### src/rtl/aux_i2c_pkg.sv
package aux_i2c_pkg;
  localparam int CMD_W = 4;

  typedef enum logic [1:0] {
    RPL_ACK      = 2'd0,
    RPL_NACK     = 2'd1,
    RPL_I2C_NACK = 2'd2
  } reply_e;

  typedef enum logic [1:0] {
    OP_START = 2'd0,
    OP_BYTE  = 2'd1,
    OP_STOP  = 2'd2
  } i2c_op_e;

  typedef enum logic [1:0] {
    KIND_BAD = 2'd0,
    KIND_NAT = 2'd1,
    KIND_I2C = 2'd2
  } kind_e;

  typedef struct packed {
    kind_e kind;
    logic  rd;
    logic  mot;
  } cmd_dec_t;

  typedef enum logic [2:0] {
    ST_IDLE  = 3'd0,
    ST_NAT   = 3'd1,
    ST_ISSUE = 3'd2,
    ST_WAIT  = 3'd3,
    ST_DONE  = 3'd4
  } seq_st_e;

  typedef enum logic [1:0] {
    PH_PRE   = 2'd0,
    PH_START = 2'd1,
    PH_DATA  = 2'd2,
    PH_POST  = 2'd3
  } phase_e;
endpackage

### src/rtl/aux_cmd_decode.sv
module aux_cmd_decode
  import aux_i2c_pkg::*;
(
  input  logic [CMD_W-1:0] cmd,
  output cmd_dec_t         dec
);
  // bit 3: native space; I2C: bit 2 = keep open, bit 1 must be clear; bit 0 = read
  always_comb begin
    dec.rd  = cmd[0];
    dec.mot = cmd[2];
    if (cmd[3]) begin
      dec.kind = (cmd[2:1] == 2'b00) ? KIND_NAT : KIND_BAD;
    end else begin
      dec.kind = cmd[1] ? KIND_BAD : KIND_I2C;
    end
  end
endmodule

### src/rtl/aux_byte_buf.sv
module aux_byte_buf #(
  parameter  int DEPTH = 16,
  localparam int IW    = $clog2(DEPTH),
  localparam int BW    = 8 * DEPTH
) (
  input  logic          clk,
  input  logic          rst_n,
  input  logic          load,
  input  logic [BW-1:0] load_data,
  input  logic          we,
  input  logic [IW-1:0] widx,
  input  logic [7:0]    wdata,
  input  logic [IW-1:0] ridx,
  output logic [7:0]    rdata,
  output logic [BW-1:0] flat
);
  logic [BW-1:0]    mem_q;
  logic [DEPTH-1:0] wsel;

  for (genvar g = 0; g < DEPTH; g++) begin : g_sel
    assign wsel[g] = we && (widx == IW'(g));
  end

  always_ff @(posedge clk or negedge rst_n) begin
    if (!rst_n) begin
      mem_q <= '0;
    end else begin
      for (int i = 0; i < DEPTH; i++) begin
        if (load) begin
          mem_q[8*i +: 8] <= load_data[8*i +: 8];
        end else if (wsel[i]) begin
          mem_q[8*i +: 8] <= wdata;
        end
      end
    end
  end

  assign rdata = mem_q[{ridx, 3'b000} +: 8];
  assign flat  = mem_q;
endmodule

### src/rtl/aux_xact_track.sv
module aux_xact_track
  import aux_i2c_pkg::*;
#(
  parameter int ADDR_W = 20
) (
  input  logic              clk,
  input  logic              rst_n,
  input  logic              set_open,
  input  logic              clr_open,
  input  logic              save,
  input  logic [ADDR_W-1:0] sv_addr,
  input  logic [CMD_W-1:0]  sv_cmd,
  input  logic [ADDR_W-1:0] cmp_addr,
  input  logic [CMD_W-1:0]  cmp_cmd,
  output logic              open,
  output logic              match
);
  logic              open_q, open_d;
  logic [ADDR_W-1:0] addr_q;
  logic [CMD_W-1:0]  cmd_q;

  always_comb begin
    open_d = open_q;
    if (clr_open) begin
      open_d = 1'b0;
    end else if (set_open) begin
      open_d = 1'b1;
    end
  end

  always_ff @(posedge clk or negedge rst_n) begin
    if (!rst_n) begin
      open_q <= 1'b0;
    end else begin
      open_q <= open_d;
    end
  end

  always_ff @(posedge clk or negedge rst_n) begin
    if (!rst_n) begin
      addr_q <= '0;
      cmd_q  <= '0;
    end else if (save) begin
      addr_q <= sv_addr;
      cmd_q  <= sv_cmd;
    end
  end

  assign open  = open_q;
  assign match = (addr_q == cmp_addr) && (cmd_q == cmp_cmd);
endmodule

### src/rtl/aux_i2c_seq.sv
module aux_i2c_seq
  import aux_i2c_pkg::*;
#(
  parameter  int ADDR_W  = 20,
  parameter  int MAX_LEN = 16,
  parameter  int I2C_AW  = 7,
  localparam int LEN_W   = $clog2(MAX_LEN + 1),
  localparam int IDX_W   = $clog2(MAX_LEN),
  localparam int BUF_W   = 8 * MAX_LEN
) (
  input  logic              clk,
  input  logic              rst_n,
  input  logic              req_valid,
  output logic              req_ready,
  input  logic [CMD_W-1:0]  req_cmd,
  input  logic [ADDR_W-1:0] req_addr,
  input  logic [LEN_W-1:0]  req_len,
  input  logic [BUF_W-1:0]  req_wdata,
  output logic              done,
  output logic [1:0]        reply,
  output logic [BUF_W-1:0]  rsp_data,
  output logic              reg_en,
  output logic              reg_we,
  output logic [ADDR_W-1:0] reg_addr,
  output logic [7:0]        reg_wdata,
  input  logic [7:0]        reg_rdata,
  input  logic              reg_err,
  output logic              i2c_go,
  output logic [1:0]        i2c_op,
  output logic [I2C_AW-1:0] i2c_dev,
  output logic              i2c_read,
  output logic [7:0]        i2c_wdata,
  input  logic              i2c_rsp,
  input  logic              i2c_nack,
  input  logic [7:0]        i2c_rdata
);
  // reset: asserted asynchronously, released on the clock
  logic [1:0] rsync_q;
  logic       rst_i;

  always_ff @(posedge clk or negedge rst_n) begin
    if (!rst_n) begin
      rsync_q <= 2'b00;
    end else begin
      rsync_q <= {rsync_q[0], 1'b1};
    end
  end
  assign rst_i = rsync_q[1];

  seq_st_e           st_q, st_d;
  phase_e            ph_q, ph_d;
  reply_e            rpl_q, rpl_d;
  i2c_op_e           op_w;
  logic [IDX_W-1:0]  idx_q, idx_d;
  logic [ADDR_W-1:0] addr_q;
  logic [CMD_W-1:0]  cmd_q;
  logic [LEN_W-1:0]  len_q;
  logic              rd_q, mot_q;
  cmd_dec_t          dec_in;
  logic              cap, last_byte;
  logic              trk_open, trk_match, trk_set, trk_clr, trk_save;
  logic              buf_we;
  logic [7:0]        buf_wd, buf_rd;

  aux_cmd_decode u_dec (
    .cmd (req_cmd),
    .dec (dec_in)
  );

  aux_xact_track #(.ADDR_W(ADDR_W)) u_trk (
    .clk      (clk),
    .rst_n    (rst_i),
    .set_open (trk_set),
    .clr_open (trk_clr),
    .save     (trk_save),
    .sv_addr  (addr_q),
    .sv_cmd   (cmd_q),
    .cmp_addr (req_addr),
    .cmp_cmd  (req_cmd),
    .open     (trk_open),
    .match    (trk_match)
  );

  aux_byte_buf #(.DEPTH(MAX_LEN)) u_buf (
    .clk       (clk),
    .rst_n     (rst_i),
    .load      (cap),
    .load_data (req_wdata),
    .we        (buf_we),
    .widx      (idx_q),
    .wdata     (buf_wd),
    .ridx      (idx_q),
    .rdata     (buf_rd),
    .flat      (rsp_data)
  );

  assign last_byte = (LEN_W'(idx_q) + LEN_W'(1)) == len_q;
  assign buf_wd    = (st_q == ST_NAT) ? reg_rdata : i2c_rdata;

  always_comb begin
    st_d     = st_q;
    ph_d     = ph_q;
    rpl_d    = rpl_q;
    idx_d    = idx_q;
    cap      = 1'b0;
    buf_we   = 1'b0;
    trk_set  = 1'b0;
    trk_clr  = 1'b0;
    trk_save = 1'b0;
    unique case (st_q)
      ST_IDLE: begin
        if (req_valid && req_ready) begin
          cap   = 1'b1;
          idx_d = '0;
          if (dec_in.kind == KIND_BAD || req_len > LEN_W'(MAX_LEN)) begin
            rpl_d = RPL_NACK;
            st_d  = ST_DONE;
          end else if (dec_in.kind == KIND_NAT) begin
            if (req_len == '0) begin
              rpl_d = RPL_NACK;
              st_d  = ST_DONE;
            end else begin
              st_d = ST_NAT;
            end
          end else if (!dec_in.mot) begin
            ph_d = trk_open ? PH_PRE : PH_START;
            st_d = ST_ISSUE;
          end else if (!trk_open) begin
            ph_d = PH_START;
            st_d = ST_ISSUE;
          end else if (!trk_match) begin
            ph_d = PH_PRE;
            st_d = ST_ISSUE;
          end else if (req_len == '0) begin
            rpl_d = RPL_ACK;
            st_d  = ST_DONE;
          end else begin
            ph_d = PH_DATA;
            st_d = ST_ISSUE;
          end
        end
      end
      ST_NAT: begin
        if (reg_err) begin
          rpl_d = RPL_NACK;
          st_d  = ST_DONE;
        end else begin
          buf_we = rd_q;
          if (last_byte) begin
            rpl_d = RPL_ACK;
            st_d  = ST_DONE;
          end else begin
            idx_d = idx_q + IDX_W'(1);
          end
        end
      end
      ST_ISSUE: begin
        st_d = ST_WAIT;
      end
      ST_WAIT: begin
        if (i2c_rsp) begin
          unique case (ph_q)
            PH_PRE: begin
              trk_clr = 1'b1;
              ph_d    = PH_START;
              st_d    = ST_ISSUE;
            end
            PH_START: begin
              if (i2c_nack) begin
                rpl_d = RPL_I2C_NACK;
                st_d  = ST_DONE;
              end else begin
                trk_set  = 1'b1;
                trk_save = mot_q;
                if (len_q != '0) begin
                  ph_d = PH_DATA;
                  st_d = ST_ISSUE;
                end else if (mot_q) begin
                  rpl_d = RPL_ACK;
                  st_d  = ST_DONE;
                end else begin
                  rpl_d = RPL_ACK;
                  ph_d  = PH_POST;
                  st_d  = ST_ISSUE;
                end
              end
            end
            PH_DATA: begin
              if (i2c_nack) begin
                rpl_d = RPL_I2C_NACK;
                ph_d  = PH_POST;
                st_d  = ST_ISSUE;
              end else begin
                buf_we = rd_q;
                if (!last_byte) begin
                  idx_d = idx_q + IDX_W'(1);
                  st_d  = ST_ISSUE;
                end else if (mot_q) begin
                  rpl_d = RPL_ACK;
                  st_d  = ST_DONE;
                end else begin
                  rpl_d = RPL_ACK;
                  ph_d  = PH_POST;
                  st_d  = ST_ISSUE;
                end
              end
            end
            default: begin
              trk_clr = 1'b1;
              st_d    = ST_DONE;
            end
          endcase
        end
      end
      default: begin
        st_d = ST_IDLE;
      end
    endcase
  end

  always_ff @(posedge clk or negedge rst_i) begin
    if (!rst_i) begin
      st_q  <= ST_IDLE;
      ph_q  <= PH_START;
      rpl_q <= RPL_ACK;
      idx_q <= '0;
    end else begin
      st_q  <= st_d;
      ph_q  <= ph_d;
      rpl_q <= rpl_d;
      idx_q <= idx_d;
    end
  end

  always_ff @(posedge clk or negedge rst_i) begin
    if (!rst_i) begin
      addr_q <= '0;
      cmd_q  <= '0;
      len_q  <= '0;
      rd_q   <= 1'b0;
      mot_q  <= 1'b0;
    end else if (cap) begin
      addr_q <= req_addr;
      cmd_q  <= req_cmd;
      len_q  <= req_len;
      rd_q   <= dec_in.rd;
      mot_q  <= dec_in.mot;
    end
  end

  always_comb begin
    unique case (ph_q)
      PH_START: op_w = OP_START;
      PH_DATA:  op_w = OP_BYTE;
      default:  op_w = OP_STOP;
    endcase
  end

  assign req_ready = (st_q == ST_IDLE) && rst_i;
  assign done      = (st_q == ST_DONE);
  assign reply     = rpl_q;
  assign reg_en    = (st_q == ST_NAT);
  assign reg_we    = ~rd_q;
  assign reg_addr  = addr_q + ADDR_W'(idx_q);
  assign reg_wdata = buf_rd;
  assign i2c_go    = (st_q == ST_ISSUE);
  assign i2c_op    = op_w;
  assign i2c_dev   = addr_q[I2C_AW-1:0];
  assign i2c_read  = rd_q;
  assign i2c_wdata = buf_rd;
endmodule

### config.mk
export PLATFORM = sky130hd
export DESIGN_NAME = aux_i2c_seq
export DESIGN_NICKNAME = d
export VERILOG_FILES = /design/src/rtl/aux_i2c_pkg.sv /design/src/rtl/aux_cmd_decode.sv /design/src/rtl/aux_byte_buf.sv /design/src/rtl/aux_xact_track.sv /design/src/rtl/aux_i2c_seq.sv
export SDC_FILE = /design/constraint.sdc
export NUM_CORES = 1
export LEC_CHECK = 0
export ABC_AREA = 0
export BUFFER_PORTS_ARGS = -buffer_cell sky130_fd_sc_hd__buf_2
export CAP_MARGIN = 15
export CORE_ASPECT_RATIO = 0.7
export CORE_MARGIN = 1.5
export CORE_UTILIZATION = 55
export DETAILED_ROUTE_END_ITERATION = 16
export PLACE_DENSITY = 0.86
export SETUP_SLACK_MARGIN = 0.3
export SYNTH_ARGS = -nofsm -noshare
export SYNTH_HDL_FRONTEND = slang
export SYNTH_SLANG_ARGS = --single-unit
export TNS_END_PERCENT = 20
### constraint.sdc
create_clock -name clk -period 10.5 [get_ports clk]
set_input_delay 1.575 -clock clk [delete_from_list [all_inputs] [get_ports clk]]
set_output_delay 1.575 -clock clk [all_outputs]
set_load 0.02 [all_outputs]
==> results of run 1 <==
[final timing paths]
| kind | startpoint | to | slack (ns) | cells after the start |
|---|---|---|---|---|
| worst max-delay path | idx_q[1] | reg_addr[12] | 5.21 | 9 |
| min in group clk | rsync_q[0] | rsync_q[1] | 0.37 | 0 |
| max in group asynchronous | rsync_q[1] | u_buf.flat[44] | 8.38 | 2 |
| worst min-delay path | rsync_q[1] | u_buf.flat[61] | 0.28 | 0 |
| worst max register to register | st_q[1] | u_buf.flat[63] | 7.10 | 5 |
| worst min register to register | rsync_q[1] | u_buf.flat[61] | 0.28 | 0 |
[sequential cells by signal, summed over array words and instances (netlist names)]
register and cells:
addr_q 20, u_buf.flat 128, rsync_q 2, ph_q 2, len_q 5, cmd_q 4, u_trk.open 1, u_trk.cmd_q 4
reply 2, idx_q 4, u_trk.addr_q 20, st_q 3
[cells in the final DEF, fill, tap and decap left out, drive strengths merged, types with 3 or more instances in the layout]
| master | n |
|---|---|
| nand2b | 5 |
| a211oi | 3 |
| nor3 | 6 |
| a21oi | 25 |
| o31ai | 3 |
| ha | 13 |
| and2 | 4 |
| clkbuf | 17 |
| inv | 25 |
| diode | 3 |
| nor2b | 9 |
| a31oi | 4 |
| clkinv | 7 |
| o21ai | 15 |
| mux2 | 32 |
| nand3 | 13 |
| dfrtp | 194 |
| xnor2 | 35 |
| o211ai | 4 |
| and3 | 13 |
| nand4 | 6 |
| xor2 | 12 |
| buf | 369 |
| mux4 | 40 |
| a221o | 125 |
| nand2 | 113 |
| a21o | 3 |
| o21a | 5 |
| nor2 | 146 |
[per-layer routing]
metal | vias to the layer above | routed length [um] | GRT usage
li1 | 4180 | - | -
met1 | 4977 | 15020 | 0.5389
met2 | 790 | 16220 | 0.5301
met3 | 134 | 4403 | 0.08175
met4 | 4 | 1367 | 0.1421
met5 | - | 34 | 0
[area by class of cell]
class | instances | area [um^2] | share of cell area
Clock buffer | 17 | 425.4 | 0.03276
Inverter | 18 | 67.56 | 0.005204
Timing Repair Buffer | 369 | 1872 | 0.1442
Antenna cell | 3 | 7.507 | 0.0005782
Multi-Input combinational cell | 668 | 5238 | 0.4034
Sequential cell | 195 | 4887 | 0.3764
Tap cell | 242 | 302.8 | 0.02332
Clock inverter | 15 | 183.9 | 0.01417
[cells in the mapped netlist, drive strengths merged, types with 8 or more instances]
cell    number  area, um^2
a21oi       25       147.6
a221o      125        1251
and3        13       82.58
buf         70       440.4
clkbuf       8       30.03
dfrtp      194        4855
ha          13       162.7
inv         18       67.56
mux2        32       364.1
mux4        40       900.9
nand2      113       431.7
nand3       13       77.58
nor2       146       558.0
nor2b        9       56.30
o21ai       15       75.07
xnor2       35       306.5
xor2        12       105.1
[per-stage QoR]
step | hold WS (ns) | setup WS (ns)
floorplan | 0.3312 | 3.786
global placement | 0.2709 | 5.928
detailed placement | 0.2718 | 5.757
CTS | 0.2798 | 5.257
global route | 0.2938 | 5.065
finish | 0.2765 | 5.207
[power by group]
part,switching [mW],internal (mW),leakage (nW)
Sequential,0.379,1.08,2.41
Clock,0.345,0.326,0.294
Combinational,1.31,0.865,3.57
Total,2.04,2.27,6.28
[kinds of logic after synthesis]
logic type	share of synthesized area
AOI/OAI and AO/OA	0.1754
muxes	0.1207
adders and majority gates	0.01716
other	0.0003523
buffers and inverters	0.05055
and+or+nand+nor	0.1386
DFF	0.4586
xor gates and xnor gates	0.03867
==> flow_summary.json, run 1 <==
{
  "status": "finished clean",
  "crit_path_max_incr_delay_ns": 1.01,
  "overflow": 0,
  "dieArea_um2": 20210,
  "grt_util_all_layers": 0.3666,
  "io_pins": 360,
  "timing.final.crit_share": 0.5041,
  "hpwl_um": 27210,
  "finalNetCount": 1462,
  "dr_total_vias": 10090,
  "syn_to_final_growth_pct": 21.98,
  "syn_area_um2": 10640,
  "first_iter_violations": 1487,
  "holdBufCountCts": 0,
  "crit_family": "flip-flops",
  "ir_worst_vdd_mv": 0.1759,
  "slew_headroom": 0.3059,
  "placedInstanceArea_um2": 12370,
  "hold_viol_final": 0,
  "critPathKind": "reg -> out",
  "portBuffers": 359,
  "detail_route.wl_per_cell_um": 24.26,
  "wirelength_um": 37040,
  "ys_warn_count": 0,
  "gp_congestion": 0.9300,
  "die_h_um": 119.4,
  "worst_skew_pair.late_latency_ns": 0.44,
  "cts_made_buffers": 17,
  "p_per_area_nw_per_um2": 332.2,
  "cts-root-buf": "clkbuf_16",
  "finish.utilization": 0.6863,
  "required_ns": 8.93,
  "worstPathArrival_ns": 3.72,
  "core_area_um2": 18920,
  "avgViaCountPerCell": 6.604,
  "syn_inst": 959,
  "ys_types": 72,
  "cts_resized": 0,
  "final.min_clock_period_ns": 5.293,
  "cp-end-kind": "output pin",
  "cp.buffers_inverters": 2,
  "antenna_left": 0,
  "grt_max_degree": 89,
  "max-clock-path-buffers": 2,
  "final_area_um2": 12980,
  "slowest_stage": "dfrtp_2",
  "cts.clk_slew.worst_paths_ns": 0.09,
  "report.final.slew_viol_count": 0,
  "die_w_um": 169.3,
  "power_leakage_nw": 6.275,
  "setup_tns_ns": 0,
  "layout-drive-gt1-share": 0.3963,
  "ys.flop_type": "dfrtp_1",
  "finalSetupViolCount": 0,
  "cts_setup_buffers": 0,
  "ys_seq_area_frac": 0.4586,
  "grt_pass1_vias": 9330,
  "dr.pass1.iters": 6,
  "syn-num-nets": 1152,
  "fillerInstances": 1397,
  "hp-class": "reg -> async",
  "cts.sinks": 195,
  "num_rows": 42,
  "stdcell_count": 1527,
  "worst_slew_pin_slew_ns": 1.041,
  "async_reset_ff_frac": 1.000,
  "fmax_ghz": 0.1889,
  "dpl.cell_count": 1492,
  "grt_pass1_wl_um": 55300,
  "maxCapViolCount": 0,
  "synth_edf_count": 0,
  "startpoint_type": "flip-flop",
  "finalPower_mw": 4.313,
  "drc_errors": 0,
  "fin_skew_ns": 0.01444,
  "cp_cell_sequence": "inv_1, fa_1, nor2b_1, o21ai_0, a21oi_1, nand2_1, nor2_1, xor2_1, buf_2",
  "rsz0062_at_grt": "no",
  "synth-seq-cells": 195,
  "cts_tree": "done",
  "crit_fanout": 37,
  "syn_area_per_cell_um2": 11.10,
  "antenna_found_initial": 6,
  "h-tree-depth": 4,
  "start_util": 0.5626
}
Power figures use the tool's default switching activity.
==> inputs of run 2 (changes only) <==
--- a/config.mk
+++ b/config.mk
@@ -10,9 +10,9 @@
 export CAP_MARGIN = 15
 export CORE_ASPECT_RATIO = 0.7
 export CORE_MARGIN = 1.5
-export CORE_UTILIZATION = 55
+export CORE_UTILIZATION = 51
 export DETAILED_ROUTE_END_ITERATION = 16
-export PLACE_DENSITY = 0.86
+export PLACE_DENSITY = 0.81
 export SETUP_SLACK_MARGIN = 0.3
 export SYNTH_ARGS = -nofsm -noshare
 export SYNTH_HDL_FRONTEND = slang
==> constraint.sdc (replaced) <==
create_clock -name clk -period 4.99 [get_ports clk]
set_input_delay 0.7485 -clock clk [delete_from_list [all_inputs] [get_ports clk]]
set_output_delay 0.7485 -clock clk [all_outputs]
set_load 0.02 [all_outputs]
==> run 2 against run 1 <==
  * Power is 110% higher
  * First-iteration DRC count is 7.6% lower
  * Setup slack worse by 4.6 ns
  * Cell area is 0.30% higher
  * Non-clock buffer count is 1 lower
  * Clock skew is 0.0065 ns higher
==> flow_summary.json, run 2 (synthesis gave the netlist of run 1 again) <==
{
  "worst_skew_pair.late_latency_ns": 0.45,
  "worstPathArrival_ns": 3.61,
  "wirelength_um": 37710,
  "maxCapViolCount": 0,
  "drc_errors": 0,
  "status": "finished clean",
  "start_util": 0.5290,
  "finalSetupViolCount": 0,
  "dieArea_um2": 21760,
  "switching_share": 0.4711,
  "cp_cell_sequence": "inv_1, fa_1, nor2b_1, o21ai_0, a21oi_1, nand2_1, nor2_1, xor2_1, buf_2",
  "rr_startpoint": "idx_q[1]",
  "worst_slew_pin_slew_ns": 1.073,
  "p_clk_frac": 0.154,
  "layout-drive-gt1-share": 0.3958,
  "max-clock-path-buffers": 2,
  "startpoint_type": "flip-flop",
  "r2r-end": "ph_q[1]",
  "cts_setup_buffers": 0,
  "die_w_um": 175.7,
  "report.final.slew_viol_count": 0,
  "hold_viol_final": 0,
  "gp_congestion": 0.9628,
  "cts-root-buf": "clkbuf_16",
  "ir_worst_vdd_mv": 0.3174,
  "power_leakage_nw": 6.275,
  "crit_fanout": 37,
  "slowest_stage": "dfrtp_2",
  "num_rows": 43,
  "final_area_um2": 13020,
  "hold_ws_ns": 0.1203,
  "fin_skew_ns": 0.02090,
  "comb_power_share": 0.503,
  "final.min_clock_period_ns": 4.361,
  "timing.final.crit_share": 0.8739,
  "grt_max_degree": 115,
  "die_h_um": 123.9,
  "critPathKind": "reg -> out",
  "internal_power_mw": 4.796,
  "overflow": 0,
  "grt_pass1_vias": 9074,
  "io_pins": 360,
  "cp.buffers_inverters": 2,
  "cts_resized": 0,
  "cts.clk_slew.worst_paths_ns": 0.07,
  "holdBufCountCts": 0,
  "grt_pass1_wl_um": 54820,
  "crit_family": "flip-flops",
  "seqPwrFrac": 0.343,
  "reg2reg_setup_slack_ns": 1.69,
  "h-tree-depth": 4,
  "dr_total_vias": 9980,
  "rsz0062_at_grt": "no",
  "antenna_found_initial": 5,
  "avgViaCountPerCell": 6.410,
  "portBuffers": 359,
  "first_iter_violations": 1374,
  "antenna_left": 0,
  "setup_tns_ns": 0,
  "grt_util_all_layers": 0.3430,
  "core_area_um2": 20120,
  "hpwl_um": 27810,
  "p_per_area_nw_per_um2": 696.3,
  "cts.sinks": 195,
  "placedInstanceArea_um2": 12410,
  "detail_route.wl_per_cell_um": 24.22,
  "dr.pass1.iters": 7,
  "cp-end-kind": "output pin",
  "largest_reg_flops": 128,
  "finish.utilization": 0.6472,
  "slew_headroom": 0.2830,
  "syn_to_final_growth_pct": 22.35,
  "crit_path_max_incr_delay_ns": 1.03,
  "netSwitchingPower_mw": 4.272,
  "required_ns": 4.24,
  "finalNetCount": 1461,
  "final_common_cell": "buf_2",
  "hp-class": "in -> async",
  "layout_common_cells": "359 x buf_2, 191 x dfrtp_1, 143 x nor2_1, 125 x a221o_1, 110 x nand2_1",
  "cts_made_buffers": 17,
  "reg2regPathDepth": 7,
  "fmax_ghz": 0.2293,
  "cts_tree": "done"
}
-- run 2: routing by layer --
metal | routed length (um) | track usage | part of all wire | vias up
met5 | 0 | 0 | 0 | -
met4 | 1209 | 0.1218 | 0.032 | 0
met3 | 4636 | 0.1020 | 0.12 | 121
met2 | 16450 | 0.4958 | 0.44 | 773
met1 | 15410 | 0.4911 | 0.41 | 4906
li1 | - | - | - | 4180
-- run 2: power by group through the flow --
| stage | clock network (mW) | registers [mW] | logic [mW] |
|---|---|---|---|
| after floorplan | 0 | 3.44 | 2.54 |
| after global placement | 0 | 3.06 | 4.45 |
| after detailed placement | 0 | 3.08 | 4.50 |
| after CTS | 1.40 | 3.07 | 4.52 |
| after global routing | 1.47 | 3.17 | 4.83 |
| final | 1.40 | 3.11 | 4.56 |
-- run 2: cell type report --
type / count / area [um^2]
repair buffers: 368 / 1877
clock inverters: 14 / 161.4
diodes: 6 / 15.01
fillers: 1605 / 7099
multi-input cells: 668 / 5238
flip-flops and latches: 195 / 4887
well taps: 270 / 337.8
clock buffers: 18 / 439.2
inverters: 18 / 67.56
-- run 2: through the flow --
step	cells	power, mW	setup slack, ns
global placement	1519	7.508	1.273
global route	1553	9.473	0.4652
detailed placement	1519	7.588	1.113
finish	1557	9.068	0.6293
CTS	1551	8.987	0.6665
floorplan	959	5.983	0.7712
-- run 2: worst max path at each step --
stage          startpoint  cells after the start               to  slack (ns)
2_1_floorplan  rsync_q[1]                      6  u_buf.flat[119]        0.77
6_report         idx_q[1]                      9     reg_addr[12]        0.63
3_3_place_gp     idx_q[1]                      9     reg_addr[18]        1.27
4_1_cts          idx_q[1]                      9     reg_addr[12]        0.67
3_5_place_dp     idx_q[1]                      9     reg_addr[12]        1.11
5_1_grt          idx_q[1]                      9     reg_addr[12]        0.47
-- run 2: worst reg2reg max path, stage by stage, from the launching register on --
cell       delay, ns
dfrtp_2         1.03
inv_1           0.29
ha_1            0.38
xor2_1          0.19
a2111oi_4       0.54
o311ai_0        0.23
a21oi_2         0.21
mux2_4          0.31
==> inputs of run 3 (changes only) <==
--- a/config.mk
+++ b/config.mk
@@ -6,7 +6,7 @@
 export NUM_CORES = 1
 export LEC_CHECK = 0
 export ABC_AREA = 0
-export BUFFER_PORTS_ARGS = -buffer_cell sky130_fd_sc_hd__buf_2
+export BUFFER_PORTS_ARGS = -buffer_cell sky130_fd_sc_hd__buf_4
 export CAP_MARGIN = 15
 export CORE_ASPECT_RATIO = 0.7
 export CORE_MARGIN = 1.5
==> run 3 against run 2 <==
  * Sequential share of layout area is 2.3 points lower
  * First-iteration DRC count is 5.5% higher
  * Register-to-register slack worse by 0.06 ns
  * Utilization is 4.3 points higher
  * Critical endpoint is now reg_addr[18]
  * Clock skew is 0.0041 ns lower
  * Largest power group unchanged
  * Non-clock buffer count is 1 higher
  * Critical path depth stayed put
  * Cell area is 6.7% higher
  * Wire length is 3.3% higher
==> flow_summary.json, run 3 (synthesis gave the netlist of run 1 again) <==
{
  "status": "finished clean",
  "startpoint_type": "flip-flop",
  "hold_viol_final": 0,
  "maxCapViolCount": 0,
  "cts_resized": 0,
  "final_common_cell": "buf_4",
  "max-clock-path-buffers": 2,
  "cp_cell_sequence": "inv_1, fa_1, nor2b_1, o21ai_0, a21oi_1, nand2_1, nor2_1, xnor2_1, buf_4",
  "cts.sinks": 195,
  "p_clk_frac": 0.145,
  "cts_setup_buffers": 0,
  "overflow": 0,
  "worst_slew_pin_slew_ns": 1.043,
  "dr.pass1.iters": 8,
  "required_ns": 4.24,
  "grt_pass1_wl_um": 57060,
  "ir_worst_vdd_mv": 0.3266,
  "io_pins": 360,
  "wirelength_um": 38940,
  "timing.final.crit_share": 0.8619,
  "cts.clk_slew.worst_paths_ns": 0.08,
  "critPathKind": "reg -> out",
  "cp-end-kind": "output pin",
  "cts-root-buf": "clkbuf_16",
  "die_w_um": 175.7,
  "switching_share": 0.4500,
  "antenna_found_initial": 2,
  "grt_util_all_layers": 0.3567,
  "slew_headroom": 0.2864,
  "finalSetupViolCount": 0,
  "antenna_left": 0,
  "layout-drive-gt1-share": 0.3950,
  "rsz0062_at_grt": "no",
  "grt_pass1_vias": 9232,
  "largest_reg_flops": 128,
  "core_area_um2": 20120,
  "crit_path_max_incr_delay_ns": 1.03,
  "finalNetCount": 1462,
  "start_util": 0.5290,
  "seqPwrFrac": 0.325,
  "syn_to_final_growth_pct": 30.52,
  "slowest_stage": "dfrtp_2",
  "setup_tns_ns": 0,
  "hp-class": "in -> async",
  "h-tree-depth": 4,
  "gp_congestion": 0.9473,
  "crit_fanout": 37,
  "rr_startpoint": "idx_q[1]",
  "fmax_ghz": 0.2325,
  "placedInstanceArea_um2": 13310,
  "dr_total_vias": 9885,
  "detail_route.wl_per_cell_um": 25.09,
  "first_iter_violations": 1449,
  "drc_errors": 0,
  "worst_skew_pair.late_latency_ns": 0.45,
  "setup.worst_path.start": "idx_q[1]",
  "portBuffers": 359,
  "die_h_um": 123.9,
  "avgViaCountPerCell": 6.369,
  "netSwitchingPower_mw": 4.304,
  "final_area_um2": 13890,
  "cts_tree": "done",
  "p_per_area_nw_per_um2": 688.6,
  "worstPathArrival_ns": 3.55,
  "grt_max_degree": 96,
  "fillerInstances": 1508,
  "report.final.slew_viol_count": 0,
  "num_rows": 43,
  "hpwl_um": 28600,
  "fin_skew_ns": 0.01681,
  "layout_common_cells": "368 x buf_4, 191 x dfrtp_1, 143 x nor2_1, 125 x a221o_1, 110 x nand2_1",
  "dieArea_um2": 21760,
  "holdBufCountCts": 0,
  "comb_power_share": 0.530,
  "power_leakage_nw": 6.534,
  "cts_made_buffers": 17,
  "internal_power_mw": 5.262,
  "final.min_clock_period_ns": 4.301
}
run 3: cell types whose count changed in the layout (fill, tap and decap cells not counted):
| cell | before | now |
|---|---|---|
| buf_2 | 359 | 0 |
| buf_4 | 8 | 368 |
| bufinv_16 | 0 | 1 |
| clkbuf_1 | 0 | 1 |
| clkbuf_8 | 1 | 0 |
| clkinv_2 | 1 | 0 |
| clkinv_4 | 2 | 4 |
| clkinv_8 | 4 | 1 |
| clkinvlp_4 | 0 | 2 |
| diode_2 | 6 | 1 |
| inv_8 | 5 | 3 |
run 3: area by class of cell:
type | instances | area (um^2) | area share
sequential | 195 | 4887 | 0.3518
tap | 270 | 337.8 | 0.02432
timing repair buffer | 369 | 2783 | 0.2003
inverter | 18 | 67.56 | 0.004864
antenna | 1 | 2.502 | 0.0001801
clock buffer | 18 | 429.2 | 0.03089
multi-input combinational | 668 | 5238 | 0.3770
clock inverter | 13 | 147.6 | 0.01063
run 3: stage by stage:
| stage | cells | util | setup WS, ns | total power, mW | hold WS [ns] |
|---|---|---|---|---|---|
| floorplan | 959 | - | 0.7712 | 5.983 | 0.3311 |
| global placement | 1520 | 0.6616 | 1.245 | 8.026 | 0.3420 |
| detailed placement | 1520 | 0.6616 | 1.159 | 8.090 | 0.3404 |
| CTS | 1551 | 0.6903 | 0.6989 | 9.478 | 0.06053 |
| global route | 1551 | 0.6903 | 0.5036 | 9.965 | 0.05209 |
| finish | 1552 | 0.6904 | 0.6889 | 9.566 | 0.06139 |
run 3: per-layer routing:
metal / GRT usage / vias up / part of all wire
li1: - / 4172 / -
met1: 0.5164 / 4894 / 0.41
met2: 0.5156 / 725 / 0.44
met3: 0.09615 / 92 / 0.12
met4: 0.1298 / 2 / 0.035
met5: 0 / - / 0.00023
run 3: power groups by stage:
| stage | Sequential (mW) | Clock [mW] | Combinational [mW] |
|---|---|---|---|
| 2_1_floorplan | 3.44 | 0 | 2.54 |
| 3_3_place_gp | 3.09 | 0 | 4.94 |
| 3_5_place_dp | 3.09 | 0 | 5.00 |
| 4_1_cts | 3.07 | 1.38 | 5.03 |
| 5_1_grt | 3.17 | 1.46 | 5.34 |
| 6_report | 3.11 | 1.38 | 5.07 |
run 3: path summary, 6_finish.rpt:
check / depth (start not counted) / slack, ns / to
hold reg to reg: 0 / 0.36 / rsync_q[1]
hold / removal: 1 / 0.06 / rsync_q[1]
max in group asynchronous: 2 / 2.85 / u_buf.flat[112]
min in group clk: 0 / 0.36 / rsync_q[1]
setup reg to reg: 7 / 1.63 / ph_q[1]
setup / recovery: 9 / 0.69 / reg_addr[18]
run 3: critical path, delay by kind of cell, from the launching register on:
family | cells | cell delay (ns)
AOI/OAI and AO/OA | 2 | 0.56
buffers and inverters | 2 | 0.43
adders and majority gates | 1 | 0.52
xor gates and xnor gates | 1 | 0.14
and+or+nand+nor | 3 | 0.44
DFF | 1 | 1.03
